[config.mk]
export PLATFORM = sky130hd
export DESIGN_NAME = pulse_swallow_div
export DESIGN_NICKNAME = d
export VERILOG_FILES = /design/src/rtl/psd_pkg.sv /design/src/rtl/psd_prescaler.sv /design/src/rtl/psd_downcnt.sv /design/src/rtl/pulse_swallow_div.sv
export SDC_FILE = /design/constraint.sdc
export NUM_CORES = 1
export LEC_CHECK = 0
export BUFFER_PORTS_ARGS = -buffer_cell sky130_fd_sc_hd__buf_2
export CAP_MARGIN = 0
export CORE_ASPECT_RATIO = 2
export CORE_MARGIN = 5
export CORE_UTILIZATION = 55
export CTS_CLUSTER_DIAMETER = 50
export CTS_CLUSTER_SIZE = 12
export DETAILED_ROUTE_END_ITERATION = 6
export GPL_ROUTABILITY_DRIVEN = 0
export PLACE_DENSITY = 0.76
export SKIP_CTS_REPAIR_TIMING = 1
export SKIP_LAST_GASP = 1
export SLEW_MARGIN = 5
export SYNTH_ARGS = -nofsm -noshare
export SYNTH_HDL_FRONTEND = slang
export SYNTH_SLANG_ARGS = --single-unit
export TNS_END_PERCENT = 30
[constraint.sdc]
create_clock -name clk_in -period 3.5 [get_ports clk_in]
set_clock_uncertainty 0.05 [all_clocks]
set_input_delay 0.175 -clock clk_in [delete_from_list [all_inputs] [get_ports clk_in]]
set_output_delay 0.175 -clock clk_in [all_outputs]
set_load 0.05 [all_outputs]
[src/rtl/psd_pkg.sv]
package psd_pkg;

    typedef enum logic [1:0] {
        ST_LOAD    = 2'd0,
        ST_SWALLOW = 2'd1,
        ST_STEADY  = 2'd2
    } psd_state_e;

    function automatic int unsigned larger(input int unsigned a, input int unsigned b);
        return (a > b) ? a : b;
    endfunction

endpackage

[src/rtl/psd_prescaler.sv]
module psd_prescaler #(
    parameter int unsigned N_LO = 32,
    parameter int unsigned N_HI = 47,
    localparam int unsigned CW  = $clog2(N_HI + 2)
) (
    input  logic clk,
    input  logic rst_n,
    input  logic hold,
    input  logic band,
    input  logic mode_short,
    output logic tick
);

    logic [CW-1:0] phase;
    logic [CW-1:0] last;

    // terminal phase: period length is last + 1
    always_comb begin
        unique case ({band, mode_short})
            2'b00:   last = CW'(N_LO);
            2'b01:   last = CW'(N_LO - 1);
            2'b10:   last = CW'(N_HI);
            default: last = CW'(N_HI - 1);
        endcase
    end

    assign tick = !hold && (phase == last);

    always_ff @(posedge clk or negedge rst_n) begin
        if (!rst_n) begin
            phase <= '0;
        end else if (hold || tick) begin
            phase <= '0;
        end else begin
            phase <= phase + 1'b1;
        end
    end

endmodule

[src/rtl/psd_downcnt.sv]
module psd_downcnt #(
    parameter int unsigned W = 7
) (
    input  logic         clk,
    input  logic         rst_n,
    input  logic         load,
    input  logic [W-1:0] load_val,
    input  logic         en,
    output logic [W-1:0] count,
    output logic         at_one
);

    always_ff @(posedge clk or negedge rst_n) begin
        if (!rst_n) begin
            count <= '0;
        end else if (load) begin
            count <= load_val;
        end else if (en) begin
            count <= count - 1'b1;
        end
    end

    assign at_one = (count == W'(1));

endmodule

[src/rtl/pulse_swallow_div.sv]
module pulse_swallow_div
    import psd_pkg::*;
#(
    parameter int unsigned P_W  = 7,
    parameter int unsigned S_W  = 6,
    parameter int unsigned N_LO = 32,
    parameter int unsigned N_HI = 47
) (
    input  logic           clk_in,
    input  logic           rst_n,
    input  logic [P_W-1:0] p_prog,
    input  logic [S_W-1:0] s_prog,
    input  logic           band_sel,
    output logic           mod_o,
    output logic           band_o,
    output logic           tick_o,
    output logic           ld_o
);

    localparam int unsigned XW = larger(P_W, S_W);

    psd_state_e state, state_nx;

    logic           tick;
    logic           reload;
    logic           p_one, s_one;
    logic [P_W-1:0] p_val;
    logic [S_W-1:0] s_val;
    logic [P_W-1:0] p_eff;
    logic [XW-1:0]  p_ext, s_ext, s_min;
    logic [S_W-1:0] s_eff;
    logic           band_q, ld_q;

    // effective programmed values: P of zero acts as one, S no larger than P
    always_comb begin
        p_eff = (p_prog == '0) ? P_W'(1) : p_prog;
        p_ext = XW'(p_eff);
        s_ext = XW'(s_prog);
        s_min = (s_ext > p_ext) ? p_ext : s_ext;
        s_eff = s_min[S_W-1:0];
    end

    assign reload = (state == ST_LOAD) || (tick && p_one);

    // state register
    always_ff @(posedge clk_in or negedge rst_n) begin
        if (!rst_n) begin
            state <= ST_LOAD;
        end else begin
            state <= state_nx;
        end
    end

    // next-state logic
    always_comb begin
        state_nx = state;
        if (reload) begin
            state_nx = (s_eff == '0) ? ST_STEADY : ST_SWALLOW;
        end else begin
            unique case (state)
                ST_SWALLOW: if (tick && s_one) state_nx = ST_STEADY;
                ST_STEADY:  state_nx = ST_STEADY;
                default:    state_nx = ST_LOAD;
            endcase
        end
    end

    // outputs decoded from the state
    always_comb begin
        unique case (state)
            ST_STEADY: mod_o = 1'b1;
            default:   mod_o = 1'b0;
        endcase
    end

    always_ff @(posedge clk_in or negedge rst_n) begin
        if (!rst_n) begin
            band_q <= 1'b0;
            ld_q   <= 1'b0;
        end else begin
            ld_q <= reload;
            if (reload) band_q <= band_sel;
        end
    end

    psd_prescaler #(.N_LO(N_LO), .N_HI(N_HI)) u_pre (
        .clk        (clk_in),
        .rst_n      (rst_n),
        .hold       (state == ST_LOAD),
        .band       (band_q),
        .mode_short (mod_o),
        .tick       (tick)
    );

    psd_downcnt #(.W(P_W)) u_pcnt (
        .clk      (clk_in),
        .rst_n    (rst_n),
        .load     (reload),
        .load_val (p_eff),
        .en       (tick && !reload),
        .count    (p_val),
        .at_one   (p_one)
    );

    psd_downcnt #(.W(S_W)) u_scnt (
        .clk      (clk_in),
        .rst_n    (rst_n),
        .load     (reload),
        .load_val (s_eff),
        .en       (tick && !reload && (state == ST_SWALLOW)),
        .count    (s_val),
        .at_one   (s_one)
    );

    assign band_o = band_q;
    assign tick_o = tick;
    assign ld_o   = ld_q;

endmodule

# After elaboration in Yosys (flattened, before gate mapping)
# Index checks and enable logic that the tools add are counted.
[classes]
n_addsub = 3
multipliers = 0
div_mod_pow = 0
magnitude_cmp = 1
eq_ne = 8
n_shift = 0
n_mux = 13
bitwise_logic = 0
n_reduce_logical = 15
[ops]
columns = ["op", "count"]
rows = [
  ["6-bit two-way mux", 4],
  ["7-bit two-way mux", 3],
  ["6-bit one-hot mux with 3 select lines", 1],
  ["7-bit by 1-bit equality test with 1-bit output, second input constant", 1],
  ["6-bit by 7-bit > comparator with 1-bit output", 1],
  ["7-bit logical NOT", 1],
  ["7-bit by 1-bit subtractor with 7-bit output, second input constant", 1],
  ["6-bit by 1-bit adder with 6-bit output, second input constant", 1],
  ["6-bit by 1-bit equality test with 1-bit output, second input constant", 1],
  ["6-bit equality test", 1],
  ["6-bit logical NOT", 1],
  ["2-bit two-way mux", 3],
  ["6-bit by 1-bit subtractor with 6-bit output, second input constant", 1],
  ["1-bit logical AND", 5],
  ["2-bit by 1-bit equality test with 1-bit output, second input constant", 2],
  ["2-bit equality test, second input constant", 2],
  ["2-bit logical NOT", 2],
  ["2-bit one-hot mux with 2 select lines", 1],
  ["2-bit nonzero test", 2],
  ["3-bit != test, second input constant", 1],
  ["1-bit logical NOT", 2],
  ["1-bit logical OR", 2],
  ["1-bit two-way mux", 1],
]
[totals]
register_bits = 23
latchBits = 0
mem_bits_rw = 0
romBits = 0
in_bits = 16
output_inout_bits = 4
wordCells = 46
memories = 0

# Logic depth before layout (Yosys ltp)
# Gate-level depths: netlist of run 1.
[depth]
ltp_word = 13
depth_mapped = 11
depth_no_buf = 10

# By module
# From an unflattened synthesis of run 1, not the netlist that was laid out.
[unflattened]
hier_cells = 188
hier_area_um2 = 1702.9
[modules_own_cells]
columns = ["mod", "n_inst", "cells_each", "area_each_um2", "seq_area_each_um2"]
rows = [
  ["pulse_swallow_div", 1, 76, 586.8, 100.1],
  ["psd_downcnt at u_pcnt", 1, 43, 402.9, 175.2],
  ["psd_downcnt at u_scnt", 1, 37, 362.8, 150.1],
  ["psd_prescaler", 1, 32, 350.3, 150.1],
]

# Worst setup path before layout of run 1
# Ideal clock, no wire load.
[synth_timing]
kind = "reg-to-output"
from = "register state[0]"
to = "output tick_o"
arrival_ns = 2.367
t_required_ns = 3.275
path_slack_ns = 0.908
stages_incl_launch_ff = 8
n_path_buf = 0
cell_sequence = "dfrtp_1 -> inv_1 -> ha_1 -> inv_1 -> ha_1 -> xnor2_1 -> o221ai_2 -> nor2_1"
[synth_between]
elab_chain_len = 6
word_cells_on_any_way = 10
cone_classes = "eq/ne (4); mux (2); reduce/logical (4)"
[synth_rtl]
columns = ["item", "line_no", "text"]
rows = [
  ["start, declared", "pulse_swallow_div.sv:22", "psd_state_e state, state_nx;"],
  ["start signal, assigned", "pulse_swallow_div.sv:50", "state <= state_nx;"],
  ["2-bit equality test (*)", "pulse_swallow_div.sv:70", "unique case (state)"],
  ["1-bit two-way mux (*)", "pulse_swallow_div.sv:70", ""],
  ["net mod_o", "pulse_swallow_div.sv:14", "output logic mod_o,"],
  ["2-bit equality test (tied with other cells)", "psd_prescaler.sv:19", "unique case ({band, mode_short})"],
  ["6-bit one-hot mux with 3 select lines (*)", "psd_prescaler.sv:19", ""],
  ["6-bit equality test (*)", "psd_prescaler.sv:27", "assign tick = !hold && (phase == last);"],
  ["1-bit logical AND (*)", "psd_prescaler.sv:27", ""],
  ["end, declared", "pulse_swallow_div.sv:16", "output logic tick_o,"],
]
# Mark *: on every way through the listed nets, which the timed path passes. The rest lies on a longest branch.

# Worst setup path after layout of run 1
[layout_timing]
from = "register state[0]"
to = "register state[1]"
[layout_between]
elab_chain_len = 9
word_cells_on_any_way = 17
cone_classes = "eq/ne (6); mux (4); reduce/logical (7)"
[layout_rtl]
columns = ["item", "line_no", "text"]
rows = [
  ["2-bit equality test", "pulse_swallow_div.sv:60, pulse_swallow_div.sv:70", ""],
  ["1-bit two-way mux", "pulse_swallow_div.sv:70", ""],
  ["2-bit equality test (tied with other cells)", "psd_prescaler.sv:19", ""],
  ["6-bit one-hot mux with 3 select lines", "psd_prescaler.sv:19", ""],
  ["6-bit equality test", "psd_prescaler.sv:27", ""],
  ["1-bit logical AND", "psd_prescaler.sv:27", ""],
  ["1-bit logical AND", "pulse_swallow_div.sv:43", "assign reload = (state == ST_LOAD) || (tick && p_one);"],
  ["1-bit logical OR", "pulse_swallow_div.sv:43", ""],
  ["3-bit != test (no line) or 2-bit two-way mux (tied branches)", "n/a", ""],
]
# Parallel ways exist; a longest one is shown, timed or not.
# A chain may end at the register's enable or synchronous reset.

==> impl_metrics.yaml, run 1 <==
outcome:
  status: "complete, no violations"
floorplan:
  initial_utilization_pct: 56.3
  core_area_um2: 2940
  dieArea_um2: 4280
  pin_count: 20
  dieWidth_um: 48.8
  die_y_um: 87.6
  row_count: 28
synth:
  postSynth.asyncResetShare_pct: 100
  synthCells: 182
  ys_seq_area_share_pct: 34.7
  yosysTopAreaCell: "dfrtp_1"
  avgSynthCellArea_um2: 9.10
  netlist_area_um2: 1660
  synthMostInstantiatedCell: "dfrtp_1"
  synth_edf_count: 0
  synth_area_leaders: "dfrtp_1 (35%), ha_1 (12%), a21oi_1 (4.5%), nor2_1 (4.5%), mux2i_1 (3.6%)"
  synth_cell_type_count: 42
  ys_warn_count: 0
  ys_ff_latch: 23
  mappedNetlistNets: 214
  synth_commonest_cells: "dfrtp_1 (23), nor2_1 (20), ha_1 (16), inv_1 (16), a21oi_1 (15)"
  synth-main-ff-cell: "dfrtp_1"
  synth.top_cell.area_share_pct: 34.7
finish:
  multi_input_area_um2: 986
  seqCellArea_um2: 576
  syn_to_final_growth_pct: 10.1
  diodes: 0
  utilization_pct: 62.0
  fillers: 278
  drive_gt1_share_pct: 16.8
  finalNetCount: 235
sta:
  rsz0062_at_grt: "false"
  fmax_ghz: 0.410
  hold_viol: 0
  tns_ps: 0
  slew_viol_final: 0
  setup_viol: 0
  fin_crit_ps: 2440
  slew_headroom_pct: 36.8
  tightestPinTransition_ps: 945
  min_period_over_period_pct: 69.8
detailed_routing:
  vias_per_cell: 6.08
  dr.pass1.iters: 4
  ant_nets: 0
  drt_wl_total_um: 3610
  initialDrtViolationCount: 31
  drt_drc_violations_left: 0
  via_count: 1410
  routedWlPerCell_um: 15.6
global_route:
  grt_max_degree: 24
  grt_pass1_wl_um: 6270
  grt.total_usage_pct: 18.1
  grt_pass1_vias: 1440
  grt_overflow_total: 0
  antenna_found_initial: 0
worst_setup_path:
  arrival_ps: 2540
  path_cells: "inv_1 > ha_1 > inv_1 > ha_1 > xnor2_1 > o221ai_2 > nor2_1 > nor2_1 > buf_4 > and3b_1 > a221o_1"
  crit_path_start_kind: "flip-flop"
  critPathMaxFanout: 13
  cp_slowest_cell: "dfrtp_1"
  path_buf_inv: 3
  worstPathRequired_ps: 3600
  cpPeakStageDelay_ps: 400
  worstSetupEndpointType: "flip-flop"
  crit_type: "reg -> reg"
  path_delay_family: "adder cells"
cts:
  cts.clk_slew.worst_paths_ps: 80
  cts_tree: "yes"
  cts_buffers: 3
  clkLatencyLatePin_ps: 260
  h-tree-depth: 1
  clk_path_buf_depth: 2
  cts_num_sinks: 23
  root_buffer: "clkbuf_8"
job:
  cap_violations: 0
power_and_ir_drop:
  p_leak_nw: 0.900
  vdd_drop_max_uv: 194
  powerDensity_nw_per_um2: 281
worst_hold_path:
  hold_class: "in -> reg"
placement:
  port_buffers: 19
  hpwl_um: 2880
-- metrics by stage --
step	power, mW	setup slack [ps]	cells	hold slack (ps)	instance area [um^2]
final	0.513	1060	232	115	1820
after global placement	0.347	1050	227	121	1770
after CTS	0.513	1050	231	-148	1810
after floorplan	0.324	908	182	-171	1660
after detailed placement	0.353	921	227	134	1770
after global routing	0.541	906	232	188	1820
-- worst reg2reg max path, delay by kind of cell (launching register included) --
family	cells	cell delay (ps)
buf+inv	3	330
simple gates	3	400
compound gates	2	430
xor+xnor	1	240
fa+ha+maj	2	480
flops	1	400
-- placed cells by master, fill, tap and decap left out, drive strengths merged, types with 2 or more instances in the layout --
master,n
mux2i,6
nand4b,3
nand2,7
o21ai,12
xnor2,6
nand2b,2
a21oi,15
xor2,4
a211oi,3
or3,3
and3b,2
nor3b,2
and4b,2
nand3,9
nor4,3
dfrtp,23
clkbuf,4
nand3b,2
inv,16
nor2,20
ha,16
nor3,7
buf,21
-- registers in the layout, indices dropped and copies added, names as in the netlist --
signal	cells
u_scnt.count	6
band_o	1
state	2
u_pcnt.count	7
u_pre.phase	6
ld_o	1
-- logic make-up (layout without fill, tap and decap cells) --
group                      Yosys count  in the layout  synth area share [%]
and+or+nand+nor                     67             67                  24.1
muxes                                7              7                  4.53
buffers and inverters               22             42                  5.74
adders and majority gates           16             16                  12.1
DFF                                 23             23                  34.7
AOI/OAI and AO/OA                   37             37                  13.5
xor gates and xnor gates            10             10                  5.29
-- final cells by class --
type / count / area share (%)
tap: 30 / 2.06
multi-input combinational: 137 / 54.0
clock buffer: 4 / 2.47
inverter: 16 / 3.29
sequential: 23 / 31.6
timing repair buffer: 22 / 6.58
-- where the power goes --
group	internal (mW)	switching, mW	total (mW)
clock	0.0811	0.0832	0.164
sequential	0.272	0.00521	0.277
combinational	0.0311	0.0403	0.0714
total	0.384	0.129	0.513
-- path summary, 6_finish.rpt --
kind / from / slack (ps) / cells after the start / endpoint
max reg2reg: state[0] / 1060 / 11 / state[1]
min in group asynchronous: rst_n / 370 / 2 / u_pre.phase[3]
min: band_sel / 120 / 3 / band_o
max in group asynchronous: rst_n / 2670 / 2 / state[1]
max: state[0] / 1060 / 11 / state[1]
min reg2reg: state[0] / 470 / 2 / state[0]
-- routing by layer --
layer | vias to the layer above | wire [um] | track usage, %
met2 | 37 | 2010 | 35.6
met4 | 0 | 66 | 7.11
met1 | 682 | 1400 | 18.7
met5 | - | 0 | 0
met3 | 6 | 135 | 2.39
li1 | 685 | - | -
Note: power is estimated with default switching activity, not from simulation.
==> inputs of run 2 (changes only) <==
==> constraint.sdc (replaced) <==
create_clock -name clk_in -period 2.35 [get_ports clk_in]
set_clock_uncertainty 0.05 [all_clocks]
set_input_delay 0.1175 -clock clk_in [delete_from_list [all_inputs] [get_ports clk_in]]
set_output_delay 0.1175 -clock clk_in [all_outputs]
set_load 0.05 [all_outputs]
==> impl_metrics.yaml, run 2 (synthesized netlist as in run 1, its figures left out) <==
outcome:
  status: "complete, no violations"
global_route:
  grt_pass1_vias: 1566
  grt_max_degree: 24
  antenna_found_initial: 0
  grt_pass1_wl_um: 6440
  grt.total_usage_pct: 19.3
  grt_overflow_total: 0
power_and_ir_drop:
  power_switching_share_pct: 25.7
  clkPwrFrac_pct: 32.4
  p_seq_share_pct: 52.9
  powerDensity_nw_per_um2: 387
  finalPower_uw: 780
  p_int_uw: 579
  vdd_drop_max_uv: 371
  p_sw_uw: 200
  combPwrFrac_pct: 14.7
  p_leak_nw: 0.999
finish:
  diodes: 0
  final_common_cell: "dfrtp_1"
  regMostFlops: "u_pcnt.count"
  finalNetCount: 246
  reg.largest.list: "u_pcnt.count x7, u_pre.phase x6, u_scnt.count x6"
  layout_common_cells: "dfrtp_1 (23), buf_2 (19), nor2_1 (18)"
  layout.cells.non_filler: 243
  largest_reg_flops: 7
  drive_gt1_share_pct: 27.2
  fillers: 249
  syn_to_final_growth_pct: 21.7
  utilization_pct: 68.5
cts:
  cts_num_sinks: 23
  cts_buffers: 3
  cts.clk_slew.worst_paths_ps: 80
  clkLatencyLatePin_ps: 270
  clk_path_buf_depth: 2
  root_buffer: "clkbuf_8"
  cts_tree: "yes"
  h-tree-depth: 1
detailed_routing:
  initialDrtViolationCount: 19
  routedWlPerCell_um: 16.6
  drt_drc_violations_left: 0
  via_count: 1445
  vias_per_cell: 5.95
  drt_wl_total_um: 4030
  ant_nets: 0
  dr.pass1.iters: 4
sta:
  setup_ws_ps: 66.6
  fin_crit_ps: 2280
  tightestPinTransition_ps: 508
  tns_ps: 0
  slew_headroom_pct: 66.2
  setup_viol: 0
  fmax_ghz: 0.438
  slew_viol_final: 0
  hold_viol: 0
  min_period_over_period_pct: 97.2
job:
  cap_violations: 0
worst_setup_path:
  cp_slowest_cell: "dfrtp_1"
  worstPathRequired_ps: 2460
  path_delay_family: "simple AND/OR/NAND/NOR gates"
  critPathMaxFanout: 4
  worstSetupEndpointType: "flip-flop"
  path_buf_inv: 1
  arrival_ps: 2390
  path_cells: "inv_2 > ha_4 > ha_4 > and3b_2 > o221ai_4 > a21oi_2 > nor3b_2 > and3b_1 > a221o_1"
  crit_path_start_kind: "flip-flop"
  cpPeakStageDelay_ps: 400
  cp_common_cell: "ha_4"
  crit_type: "reg -> reg"
floorplan:
  die_y_um: 87.6
  pin_count: 20
  initial_utilization_pct: 56.3
  row_count: 28
  core_area_um2: 2940
  dieWidth_um: 48.8
  dieArea_um2: 4280
placement:
  port_buffers: 19
  hpwl_um: 3160
  place_inst: 236
  place_ws_ps: -111
worst_hold_path:
  hold_class: "in -> reg"
==> run 2: per-stage QoR <==
step	hold slack [ps]	cell area, um^2
finish	65.5	2020
global placement	63.8	1850
CTS	-221	1890
detailed placement	69.8	1850
floorplan	-228	1670
global route	110	2020
==> run 2: power by group through the flow <==
stage	clock [mW]	sequential [mW]	combinational, mW
finish	0.253	0.412	0.115
floorplan	0	0.419	0.0644
detailed placement	0	0.420	0.115
CTS	0.256	0.413	0.115
global route	0.274	0.413	0.131
global placement	0	0.419	0.107
==> run 2: final timing paths <==
check                      slack (ps)              end       startpoint  depth (start not counted)
max                                70         state[1]         state[0]                          9
min                                70           band_o         band_sel                          3
max reg2reg                        70         state[1]         state[0]                          9
min reg2reg                       530  u_scnt.count[4]  u_scnt.count[4]                          2
max in group asynchronous        1620   u_pre.phase[5]            rst_n                          2
min in group asynchronous         290   u_pre.phase[0]            rst_n                          2
==> run 2: cell type report <==
| class | instances | area, um^2 | share of cell area (%) |
|---|---|---|---|
| Sequential cell | 23 | 576 | 28.6 |
| Timing Repair Buffer | 33 | 206 | 10.2 |
| Multi-Input combinational cell | 137 | 1090 | 54.1 |
| Tap cell | 30 | 37.5 | 1.86 |
| Inverter | 16 | 60.1 | 2.98 |
| Clock buffer | 4 | 45.0 | 2.23 |
==> run 2: routing by layer <==
layer | GRT usage, % | up-vias | part of all wire [%]
li1 | - | 712 | -
met1 | 17.1 | 668 | 34
met4 | 15.4 | 0 | 7.0
met2 | 37.0 | 42 | 56
met3 | 3.07 | 23 | 3.1
met5 | 0 | - | 0
==> run 2: worst min-delay path: stages <==
cell and delay (ps):
buf_2 80, o21ai_0 60, o21ai_0 90
==> inputs of run 3 (changes only) <==
--- a/config.mk
+++ b/config.mk
@@ -14,7 +14,7 @@
 export CTS_CLUSTER_SIZE = 12
 export DETAILED_ROUTE_END_ITERATION = 6
 export GPL_ROUTABILITY_DRIVEN = 0
-export PLACE_DENSITY = 0.76
+export PLACE_DENSITY_LB_ADDON = 0.15
 export SKIP_CTS_REPAIR_TIMING = 1
 export SKIP_LAST_GASP = 1
 export SLEW_MARGIN = 5
==> impl_metrics.yaml, run 3 (synthesized netlist as in run 1, its figures left out) <==
finish:
  fillers: 230
  finalNetCount: 247
  multi_input_area_um2: 1080
  seqCellArea_um2: 576
  layout_common_cells: "dfrtp_1 (23), buf_2 (19), nor2_1 (18)"
  final_common_cell: "dfrtp_1"
  diodes: 0
  largest_reg_flops: 7
  reg.largest.list: "u_pcnt.count x7, u_pre.phase x6, u_scnt.count x6"
  syn_to_final_growth_pct: 21.1
  regMostFlops: "u_pcnt.count"
  drive_gt1_share_pct: 25.7
  fin_area_um2: 2010
worst_setup_path:
  path_cells: "inv_2 > ha_4 > ha_1 > and3b_1 > o221ai_4 > a21oi_1 > nor3b_2 > and3b_1 > a221o_1"
  worstPathRequired_ps: 2450
  r2r_end: "state[1]"
  cpPeakStageDelay_ps: 400
  cp_common_cell: "and3b_1"
  crit_type: "reg -> reg"
  r2r_setup_slack_ps: 30
  worstSetupEndpointType: "flip-flop"
  rr_startpoint: "state[0]"
  cp_slowest_cell: "dfrtp_1"
  critPathMaxFanout: 4
  arrival_ps: 2420
  crit_path_start_kind: "flip-flop"
  rr_worst_depth: 9
floorplan:
  pin_count: 20
  die_y_um: 87.6
  core_area_um2: 2940
  row_count: 28
  initial_utilization_pct: 56.3
  dieArea_um2: 4280
  dieWidth_um: 48.8
cts:
  cts_num_sinks: 23
  clkLatencyLatePin_ps: 270
  h-tree-depth: 1
  cts_buffers: 3
  cts_tree: "yes"
  cts.clk_slew.worst_paths_ps: 80
  root_buffer: "clkbuf_8"
  clk_path_buf_depth: 2
worst_hold_path:
  hold_end: "band_o"
  hold_depth: 3
  hold_class: "in -> reg"
  min_from: "band_sel"
global_route:
  grt_pass1_vias: 1416
  grt_pass1_wl_um: 6090
  antenna_found_initial: 0
  grt_overflow_total: 0
  grt.total_usage_pct: 18.1
  grt_max_degree: 24
placement:
  hpwl_um: 2960
  place_area_um2: 1860
  port_buffers: 19
sta:
  fmax_ghz: 0.431
  fin_crit_ps: 2320
  slew_viol_final: 0
  hold_viol: 0
  setup_viol: 0
  tightestPinTransition_ps: 525
  slew_headroom_pct: 65.0
  rsz0062_at_grt: "true"
  min_period_over_period_pct: 98.7
detailed_routing:
  dr.pass1.iters: 4
  ant_nets: 0
  drt_wl_total_um: 3690
  vias_per_cell: 5.83
  via_count: 1422
  initialDrtViolationCount: 29
  drt_drc_violations_left: 0
  routedWlPerCell_um: 15.1
power_and_ir_drop:
  vdd_drop_max_uv: 314
  powerDensity_nw_per_um2: 385
  finalPower_uw: 772
  p_leak_nw: 1.00
job:
  cap_violations: 0
outcome:
  status: "complete, no violations"
-- run 3: power breakdown --
group | total (mW) | internal (mW) | leakage (nW) | switching, mW
Combinational | 0.114 | 0.0538 | 0.717 | 0.0603
Clock | 0.245 | 0.118 | 0.0255 | 0.127
Sequential | 0.413 | 0.405 | 0.262 | 0.00799
Total | 0.772 | 0.577 | 1.00 | 0.195
-- run 3: worst max-delay path: cells and delay by family (launching register included) --
kind	cells	cell delay [ps]
AO/OA/AOI/OAI	3	610
AND/OR/NAND/NOR	3	690
adder cells (fa/ha/maj)	2	380
flip-flops	1	400
buffers and inverters	1	70
-- run 3: worst max-delay path by stage --
stage | startpoint | to | slack (ps) | cells past startpoint
2_1_floorplan | band_o | state[1] | 50 | 8
4_1_cts | state[0] | u_scnt.count[3] | -60 | 10
3_3_place_gp | p_prog[3] | state[1] | 10 | 10
3_5_place_dp | p_prog[3] | state[1] | -40 | 10
6_report | state[0] | state[1] | 30 | 9
5_1_grt | state[0] | state[1] | -40 | 9
-- run 3: stage by stage --
| step | worst slack (ps) | hold slack, ps | std cells | utilization [%] | setup TNS [ps] |
|---|---|---|---|---|---|
| CTS | -60.7 | -225 | 241 | 64.7 | -91.8 |
| detailed placement | -36.0 | 66.7 | 237 | 63.1 | -63.9 |
| global route | -41.6 | 62.1 | 244 | 68.2 | -46.9 |
| finish | 29.6 | 36.8 | 244 | 68.2 | 0 |
| global placement | 12.6 | 62.6 | 237 | 63.1 | 0 |
| floorplan | 49.4 | -228 | 182 | - | 0 |
-- run 3: routing by layer --
| layer | track usage, % | vias to the layer above | part of all wire [%] |
|---|---|---|---|
| li1 | - | 710 | - |
| met1 | 18.3 | 655 | 36 |
| met2 | 34.2 | 42 | 56 |
| met3 | 2.21 | 15 | 3.9 |
| met4 | 11.3 | 0 | 4.8 |
| met5 | 0 | - | 0 |
-- run 3: cell type report --
type | count | area share, %
inverter | 16 | 2.99
tap | 30 | 1.87
multi-input combinational | 137 | 53.6
timing repair buffer | 34 | 10.5
clock buffer | 3 | 2.06
sequential | 23 | 28.7
clock inverter | 1 | 0.250
